File: src/rtl/tdm_pkg.sv
package tdm_pkg;
    typedef enum logic [1:0] {
        LK_HUNT = 2'd0,
        LK_ONE  = 2'd1,
        LK_HOLD = 2'd2
    } lock_st_t;

    localparam int BASE_CH = 32;
endpackage

File: src/rtl/tdm_fmt_detect.sv
module tdm_fmt_detect
    import tdm_pkg::*;
#(
    parameter int IDLE_MIN = 8
) (
    input  logic clk,
    input  logic rst_n,
    input  logic fp,
    output logic frame_start,
    output logic locked,
    output logic gci
);
    localparam int RW = $clog2(IDLE_MIN + 1);

    lock_st_t       st_q, st_d;
    logic           pol_q, pol_d;
    logic           fp_s;
    logic [RW-1:0]  run_q;
    logic           edge_seen, cand, cand_gci, match;

    assign edge_seen = (fp != fp_s);
    assign cand      = edge_seen && (run_q == RW'(IDLE_MIN));
    assign cand_gci  = ~fp_s;
    assign match     = cand && (cand_gci == pol_q);

    // level history of the frame pulse
    always_ff @(posedge clk or negedge rst_n) begin
        if (!rst_n) begin
            fp_s  <= 1'b1;
            run_q <= '0;
        end else begin
            fp_s <= fp;
            if (edge_seen)
                run_q <= '0;
            else if (run_q != RW'(IDLE_MIN))
                run_q <= run_q + 1'b1;
        end
    end

    // state register
    always_ff @(posedge clk or negedge rst_n) begin
        if (!rst_n) begin
            st_q  <= LK_HUNT;
            pol_q <= 1'b0;
        end else begin
            st_q  <= st_d;
            pol_q <= pol_d;
        end
    end

    // transitions: FIRST, CONFIRM, REPOL, FRAME, LOSS
    always_comb begin
        st_d  = st_q;
        pol_d = pol_q;
        unique case (st_q)
            LK_HUNT: if (cand) begin
                st_d  = LK_ONE;
                pol_d = cand_gci;
            end
            LK_ONE: begin
                if (match)
                    st_d = LK_HOLD;
                else if (cand)
                    pol_d = cand_gci;
            end
            LK_HOLD: if (cand && !match) begin
                st_d  = LK_ONE;
                pol_d = cand_gci;
            end
            default: st_d = LK_HUNT;
        endcase
    end

    // outputs
    always_comb begin
        locked      = (st_q == LK_HOLD);
        gci         = pol_q;
        frame_start = match && (st_q != LK_HUNT);
    end
endmodule

File: src/rtl/tdm_bit_timer.sv
module tdm_bit_timer (
    input  logic clk,
    input  logic rst_n,
    input  logic frame_start,
    input  logic locked,
    input  logic one_clk,
    output logic stb
);
    logic run_q, ph_q;

    always_ff @(posedge clk or negedge rst_n) begin
        if (!rst_n) begin
            run_q <= 1'b0;
            ph_q  <= 1'b0;
        end else begin
            if (frame_start)
                run_q <= 1'b1;
            else if (!locked)
                run_q <= 1'b0;
            ph_q <= frame_start ? 1'b0 : ~ph_q;
        end
    end

    assign stb = run_q && locked && (one_clk || ph_q);
endmodule

File: src/rtl/tdm_rx_deser.sv
module tdm_rx_deser #(
    parameter int CHW = 8
) (
    input  logic           clk,
    input  logic           rst_n,
    input  logic           stb,
    input  logic           frame_start,
    input  logic           gci,
    input  logic           bit_in,
    input  logic [CHW-1:0] nch_last,
    output logic           rx_valid,
    output logic [7:0]     rx_byte,
    output logic [CHW-1:0] rx_chan
);
    logic [6:0]     sh;
    logic [2:0]     bi;
    logic [CHW-1:0] ch;
    logic [7:0]     full;

    assign full = gci ? {bit_in, sh} : {sh, bit_in};

    always_ff @(posedge clk or negedge rst_n) begin
        if (!rst_n) begin
            sh       <= '0;
            bi       <= '0;
            ch       <= '0;
            rx_valid <= 1'b0;
            rx_byte  <= '0;
            rx_chan  <= '0;
        end else begin
            rx_valid <= 1'b0;
            if (stb) begin
                sh <= gci ? full[7:1] : full[6:0];
                bi <= bi + 3'd1;
                if (bi == 3'd7) begin
                    rx_valid <= 1'b1;
                    rx_byte  <= full;
                    rx_chan  <= ch;
                    ch       <= (ch == nch_last) ? '0 : ch + 1'b1;
                end
            end
            if (frame_start) begin
                bi <= '0;
                ch <= '0;
            end
        end
    end
endmodule

File: src/rtl/tdm_tx_ser.sv
module tdm_tx_ser #(
    parameter int CHW = 8
) (
    input  logic           clk,
    input  logic           rst_n,
    input  logic           stb,
    input  logic           frame_start,
    input  logic           locked,
    input  logic           gci,
    input  logic [CHW-1:0] nch_last,
    input  logic [7:0]     tx_data,
    output logic           tx_bit,
    output logic [CHW-1:0] tx_chan
);
    logic [7:0] sh;
    logic [2:0] bi;
    logic       load;

    assign load = frame_start || (stb && bi == 3'd0);

    always_ff @(posedge clk or negedge rst_n) begin
        if (!rst_n) begin
            sh      <= '0;
            bi      <= '0;
            tx_bit  <= 1'b1;
            tx_chan <= '0;
        end else if (!(locked || frame_start)) begin
            bi      <= '0;
            tx_bit  <= 1'b1;
            tx_chan <= '0;
        end else if (load) begin
            sh      <= tx_data;
            tx_bit  <= gci ? tx_data[0] : tx_data[7];
            bi      <= 3'd1;
            tx_chan <= (tx_chan == nch_last) ? '0 : tx_chan + 1'b1;
        end else if (stb) begin
            tx_bit <= gci ? sh[bi] : sh[3'd7 - bi];
            bi     <= bi + 3'd1;
        end
    end
endmodule

File: src/rtl/tdm_serial_port.sv
module tdm_serial_port
    import tdm_pkg::*;
#(
    parameter int CHW      = 8,
    parameter int IDLE_MIN = 8
) (
    input  logic           clk,
    input  logic           rst_n,
    input  logic [1:0]     rate_sel,
    input  logic           fp_in,
    input  logic           din,
    output logic           dout,
    output logic           fmt_locked,
    output logic           fmt_gci,
    output logic           rx_valid,
    output logic [7:0]     rx_byte,
    output logic [CHW-1:0] rx_chan,
    output logic [CHW-1:0] tx_chan,
    input  logic [7:0]     tx_data
);
    logic           fs, stb, one_clk;
    logic           rx_neg, rx_bit, tx_bit, tx_neg;
    logic [CHW-1:0] nch_last;

    assign one_clk  = (rate_sel == 2'd3);
    assign nch_last = CHW'((BASE_CH << rate_sel) - 1);

    tdm_fmt_detect #(.IDLE_MIN(IDLE_MIN)) u_det (
        .clk(clk), .rst_n(rst_n), .fp(fp_in),
        .frame_start(fs), .locked(fmt_locked), .gci(fmt_gci)
    );

    tdm_bit_timer u_tim (
        .clk(clk), .rst_n(rst_n), .frame_start(fs),
        .locked(fmt_locked), .one_clk(one_clk), .stb(stb)
    );

    // falling-edge capture and launch stages
    always_ff @(negedge clk or negedge rst_n) begin
        if (!rst_n) begin
            rx_neg <= 1'b0;
            tx_neg <= 1'b1;
        end else begin
            rx_neg <= din;
            tx_neg <= tx_bit;
        end
    end

    assign rx_bit = fmt_gci ? rx_neg : din;
    assign dout   = fmt_gci ? tx_bit : tx_neg;

    tdm_rx_deser #(.CHW(CHW)) u_rx (
        .clk(clk), .rst_n(rst_n), .stb(stb), .frame_start(fs),
        .gci(fmt_gci), .bit_in(rx_bit), .nch_last(nch_last),
        .rx_valid(rx_valid), .rx_byte(rx_byte), .rx_chan(rx_chan)
    );

    tdm_tx_ser #(.CHW(CHW)) u_tx (
        .clk(clk), .rst_n(rst_n), .stb(stb), .frame_start(fs),
        .locked(fmt_locked), .gci(fmt_gci), .nch_last(nch_last),
        .tx_data(tx_data), .tx_bit(tx_bit), .tx_chan(tx_chan)
    );
endmodule

File: config.mk
export PLATFORM = sky130hd
export DESIGN_NAME = tdm_serial_port
export DESIGN_NICKNAME = d
export VERILOG_FILES = /design/src/rtl/tdm_pkg.sv /design/src/rtl/tdm_fmt_detect.sv /design/src/rtl/tdm_bit_timer.sv /design/src/rtl/tdm_rx_deser.sv /design/src/rtl/tdm_tx_ser.sv /design/src/rtl/tdm_serial_port.sv
export SDC_FILE = /design/constraint.sdc
export NUM_CORES = 1
export LEC_CHECK = 0
export ABC_CLOCK_PERIOD_IN_PS = 2900
export CORE_ASPECT_RATIO = 1.1
export CORE_UTILIZATION = 56
export CTS_CLUSTER_SIZE = 20
export DETAILED_ROUTE_END_ITERATION = 8
export PLACE_DENSITY = 0.88
export SETUP_SLACK_MARGIN = 0.4
export SYNTH_ARGS = -nofsm -noshare
export SYNTH_HDL_FRONTEND = slang
export SYNTH_HIERARCHICAL = 1
export SYNTH_SLANG_ARGS = --single-unit
File: constraint.sdc
create_clock -name clk -period 2.9 [get_ports clk]
set_clock_uncertainty 0.1 [all_clocks]
set_input_delay 0.58 -clock clk [delete_from_list [all_inputs] [get_ports clk]]
set_output_delay 0.58 -clock clk [all_outputs]
set_load 0.01 [all_outputs]
==> results of run 1 <==
[placed cells by master, fill, tap and decap left out, types with 11 or more instances in the layout]
cell type / count
nand2_1: 40
nand2b_1: 11
a31oi_1: 16
a21oi_1: 15
nor2_1: 27
dfrtp_1: 63
xnor2_1: 12
xor2_1: 13
clkdlybuf4s50_1: 38
[metrics by stage]
stage / worst slack, ns / TNS (ns)
6_report: -0.344 / -0.344
5_1_grt: -0.381 / -0.381
4_1_cts: -0.359 / -0.359
3_5_place_dp: -0.380 / -0.382
3_3_place_gp: -0.368 / -0.368
2_1_floorplan: 0.135 / 0
[path summary, 6_finish.rpt]
path                                    to  slack [ns]  cells past startpoint
max                                   dout       -0.34                      2
min                             u_tim/ph_q        0.33                      1
max reg2reg                     u_rx/sh[0]        0.32                      4
min reg2reg                     u_tim/ph_q        0.33                      1
max in group asynchronous           tx_neg        0.54                      2
min in group asynchronous  u_rx/rx_chan[5]        0.50                      2
[layer usage]
| layer | vias to the layer above | global-route usage | share of wire |
|---|---|---|---|
| li1 | 1294 | - | - |
| met1 | 1320 | 0.303 | 0.43 |
| met2 | 64 | 0.409 | 0.51 |
| met3 | 17 | 0.0441 | 0.036 |
| met4 | 0 | 0.139 | 0.024 |
| met5 | - | 0 | 0 |
[state kept, by name, summed over array words and instances, names as in the netlist]
signal,count
rx_neg,1
tx_neg,1
u_det/fp_s,1
u_det/gci,1
u_det/run_q,4
u_det/st_q,2
u_rx/bi,3
u_rx/ch,8
u_rx/rx_byte,8
u_rx/rx_chan,8
u_rx/rx_valid,1
u_rx/sh,7
u_tim/ph_q,1
u_tim/run_q,1
u_tx/bi,3
u_tx/sh,8
u_tx/tx_bit,1
u_tx/tx_chan,8
[report_power, final]
part	total, mW	internal (mW)	switching [mW]
Sequential	0.998	0.965	0.0335
Clock	0.768	0.417	0.351
Combinational	0.195	0.0967	0.0986
[timing repair]
action                                  in CTS  in global routing
gates resized for setup                     10                  6
endpoints found under the hold margin        2                  0
pin swaps                                    0                  1
buffers inserted                             0                  0
hold buffers                                 1                  0
endpoints found under the setup margin       9                 20
[layout make-up]
cell class	count	area (um^2)
multi-input cells	255	1750
flip-flops and latches	67	1680
fillers	417	1650
repair buffers	53	505
clock buffers	11	141
well taps	77	96.3
clock inverters	6	56.3
inverters	8	33.8
[worst max-delay path: stages, from the launching register on]
cell,delay (ns)
dfstp_2,0.51
mux2_4,0.14
buf_6,0.09
[Yosys cell counts (4+ instances only)]
library cell | number | area [um^2]
o22ai_1 | 4 | 25.0
a21oi_1 | 18 | 90.1
nand3_1 | 10 | 50.1
buf_2 | 6 | 30.0
inv_1 | 9 | 33.8
nand2b_1 | 11 | 68.8
nor2b_1 | 4 | 25.0
and3_1 | 5 | 31.3
ha_1 | 8 | 100
xnor2_1 | 12 | 105
xor2_1 | 13 | 114
clkbuf_1 | 6 | 22.5
mux2i_1 | 9 | 90.1
buf_6 | 5 | 56.3
o21ai_0 | 7 | 35.0
nor2_1 | 27 | 101
mux2_2 | 12 | 135
a31oi_1 | 16 | 100
nand2_1 | 40 | 150
dfrtp_1 | 63 | 1580
[cells by family (layout without fill, tap and decap cells)]
kind of cell | after synthesis | in the layout | synth area share
simple gates | 123 | 123 | 0.178
flops | 67 | 67 | 0.477
compound gates | 65 | 65 | 0.124
buf+inv | 29 | 78 | 0.0462
xor+xnor | 25 | 25 | 0.0622
mux | 24 | 24 | 0.0831
fa+ha+maj | 8 | 8 | 0.0284
other cells | 1 | 10 | 0.00106
==> run_results.csv, run 1 <==
group,metric,value,unit
die,dieArea,6610,um^2
sta,final-max-slew-violation-count,0,
layout,utilization,0.721,
logic_synthesis,synth_seq_cells,67,
grt,grt_pass1_wl,12.5,mm
power_and_ir_drop,p_leak,1.95,nW
logic_synthesis,yosys_warnings,6,
die,die_x,77.6,um
critical_path,critPathArrivalTime,2.56,ns
die,start_util,0.596,
die,boundaryPins,42,
place,placed_cells,460,
sta,final.setup.worst_slack,-0.344,ns
worst_hold_path,worstHoldStart,"u_tim/ph_q",
critical_path,cp-start-kind,"flop",
place,portBuffers,41,
drt,drt_pass1_iterations,4,
critical_path,path_class,"reg -> out",
run_status,outcome,"finished with violations",
cts,cts_root_buf,"clkbuf_8",
cts,htree_levels,3,
layout,area_growth,21.1,%
critical_path,crit_fanout,1,
power_and_ir_drop,total_power,1.96,mW
run_status,violations,"negative setup slack",
layout,stdcell_count,477,
layout,postLayoutCellArea,4260,um^2
grt,grtUsageTotal,0.246,
sta,setup-violations-final,1,
grt,grt_pass1_vias,2683,
cts,clkSlewWorstSetupHoldPaths,0.07,ns
power_and_ir_drop,ir_drop,0.257,mV
drt,drt-total-wl,7.25,mm
cts,clk_path_buf_depth,2,
sta,whs,0.327,ns
drt,viasPerCell,5.65,
cts,cts_tree,"yes",
critical_path,required,2.22,ns
grt,antenna_found_initial,0,
logic_synthesis,synth_area,3520,um^2
logic_synthesis,synth_cell_types,60,
die,die_height,85.2,um
logic_synthesis,async_flop_share,1.00,
layout,diodes,0,
logic_synthesis,avgSynthCellArea,10.3,um^2
sta,rsz0062_at_grt,"true",
layout,layout-drive-gt1-share,0.168,
place,dpl_cell_area,4030,um^2
cts,insertion_delay,0.35,ns
critical_path,critPathLaunch,"tx_neg",
die,coreArea,5910,um^2
run,maxCapViolCount,0,
place,hpwl,5.02,mm
grt,grt_max_degree,40,
cts,cts_buffers,9,
sta,hold_violations,0,
logic_synthesis,synth_enable_flop_cells,0,
place,gp_congestion,0.794,
logic_synthesis,synth-main-ff-cell,"dfrtp_1",
power_and_ir_drop,p_per_area,460,nW/um^2
drt,routedWlPerCell,15.2,um
logic_synthesis,ys_seq_area_frac,0.477,
logic_synthesis,netlist_instances,342,
critical_path,critPathCaptureType,"output pin",
die,rows,29,
grt,grt-ovfl-total,0,
drt,drt-initial-drc-count,147,
layout,nNetsFinal,417,
drt,ant_nets,0,
drt,route.detailed.drc,0,
drt,num_vias,2695,
critical_path,rr_startpoint,"rx_neg",
worst_hold_path,hp-class,"reg -> reg",
cts,clock-sinks,67,
(Power assumes the default switching activity.)
==> run 2, diff against run 1 <==
==> constraint.sdc (replaced) <==
create_clock -name clk -period 2.9 [get_ports clk]
set_clock_uncertainty 0.1 [all_clocks]
set_input_delay 0.87 -clock clk [delete_from_list [all_inputs] [get_ports clk]]
set_output_delay 0.87 -clock clk [all_outputs]
set_load 0.01 [all_outputs]
==> run 2 against run 1 <==
- the flow still finishes with violations (negative setup slack)
- routed wire length up 15%
- first-iteration DRC count up 63%
- setup slack worse by 0.27 ns
- total power decreased by 4.1%
- register-to-register slack about the same
- clock power fell by 12%
- critical path depth did not move
- non-clock buffer count increased by 15
- combinational power rose by 3%
- sequential share of layout area is 1.5 points lower
- flip-flop and latch count unchanged
- critical path type unchanged
- largest power group unchanged
- highest routed layer unchanged
==> run_results.csv, run 2 (same netlist as run 1, synthesis figures left out) <==
group,metric,value,unit
sta,worst_pin_slew,0.538,ns
die,boundaryPins,42,
drt,route.detailed.drc,0,
critical_path,cp-start-kind,"flop",
drt,drt-initial-drc-count,239,
layout,layout-drive-gt1-share,0.218,
cts,clk_path_buf_depth,2,
critical_path,critical-path-top-delay-family,"flip-flops",
power_and_ir_drop,ir_drop,0.333,mV
layout,final_cell_mix,"dfrtp_1 (62), nand2_1 (40), clkdlybuf4s50_1 (34)",
place,gp_congestion,0.821,
critical_path,slowest_delay,0.50,ns
power_and_ir_drop,p_leak,2.06,nW
critical_path,crit_buf_inv,1,
layout,nNetsFinal,434,
critical_path,critPathCaptureType,"output pin",
cts,cts_tree,"yes",
drt,ant_nets,0,
die,die_height,85.2,um
die,dieArea,6610,um^2
sta,rsz0062_at_grt,"true",
critical_path,cp_slowest_cell,"dfstp_2",
grt,grt_pass1_vias,2906,
cts,clkSlewWorstSetupHoldPaths,0.08,ns
critical_path,crit_fanout,1,
layout,utilization,0.750,
critical_path,worstPathCellList,"mux2_4 > buf_6",
critical_path,path_class,"reg -> out",
sta,slew_headroom,0.638,
grt,grt-ovfl-total,0,
sta,setup_tns,-0.618,ns
place,portBuffers,41,
die,start_util,0.596,
sta,final.setup.worst_slack,-0.618,ns
layout,area_growth,25.9,%
run,maxCapViolCount,0,
cts,clock-sinks,67,
place,hpwl,5.05,mm
drt,viasPerCell,5.85,
critical_path,required,1.93,ns
drt,drt-total-wl,8.35,mm
sta,setup-violations-final,1,
place,dpl_cell_area,4100,um^2
grt,antenna_found_initial,0,
sta,whs,0.367,ns
critical_path,critPathArrivalTime,2.55,ns
layout,diodes,0,
run_status,violations,"negative setup slack",
die,die_x,77.6,um
layout,postLayoutCellArea,4430,um^2
sta,hold_violations,0,
cts,htree_levels,3,
drt,drt_pass1_iterations,4,
grt,grt_max_degree,37,
grt,grtUsageTotal,0.264,
cts,cts_root_buf,"clkbuf_8",
power_and_ir_drop,p_per_area,424,nW/um^2
run_status,outcome,"finished with violations",
die,rows,29,
cts,cts_buffers,9,
drt,num_vias,2890,
cts,insertion_delay,0.34,ns
drt,routedWlPerCell,16.9,um
die,coreArea,5910,um^2
layout,layout.cells.most_common,"dfrtp_1",
worst_hold_path,hp-class,"reg -> reg",
sta,final-max-slew-violation-count,0,
grt,grt_pass1_wl,13.5,mm
## run 2: what timing repair did
| item | in CTS | in global routing |
|---|---|---|
| hold buffers | 0 | 0 |
| pin swaps | 3 | 10 |
| cloned | 1 | 2 |
| buffers inserted | 2 | 4 |
| resized for setup | 23 | 18 |
| endpoints found under the setup margin | 32 | 34 |
## run 2: cell type report
type	count	area, um^2
Inverter	8	33.8
Clock inverter	4	17.5
Multi-Input combinational cell	255	1800
Timing Repair inverter	2	15.0
Sequential cell	67	1680
Tap cell	77	96.3
Fill cell	376	1480
Clock buffer	13	149
Timing Repair Buffer	68	639
## run 2: path summary, 6_finish.rpt
kind	startpoint	end	slack, ns	depth (start not counted)
max	tx_neg	dout	-0.62	2
min	u_tim/ph_q	u_tim/ph_q	0.37	1
max reg2reg	rx_neg	u_rx/rx_byte[0]	0.32	4
min in group asynchronous	rst_n	u_rx/sh[4]	0.54	2
max in group asynchronous	rst_n	tx_neg	0.82	1
min reg2reg	u_tim/ph_q	u_tim/ph_q	0.37	1
## run 2: metal layers
metal  GRT usage  vias up  wire (um)
met2       0.437      108       4420
met5           0        -          0
li1            -     1331          -
met1       0.326     1431       3280
met3      0.0430       20        393
met4       0.158        0        246
## run 2: stage by stage
step / setup slack (ns) / power (mW) / std cells
after detailed placement: -0.661 / 1.21 / 469
after global routing: -0.659 / 1.97 / 494
after floorplan: -0.155 / 1.13 / 351
after CTS: -0.622 / 1.88 / 488
final: -0.618 / 1.88 / 494
after global placement: -0.659 / 1.20 / 469
## run 2: report_power, final
| part | leakage, nW | switching, mW | internal (mW) | total (mW) |
|---|---|---|---|---|
| Combinational | 1.06 | 0.0979 | 0.103 | 0.201 |
| Sequential | 0.911 | 0.0379 | 0.965 | 1.00 |
| Clock | 0.0902 | 0.346 | 0.331 | 0.677 |
| Total | 2.06 | 0.482 | 1.40 | 1.88 |
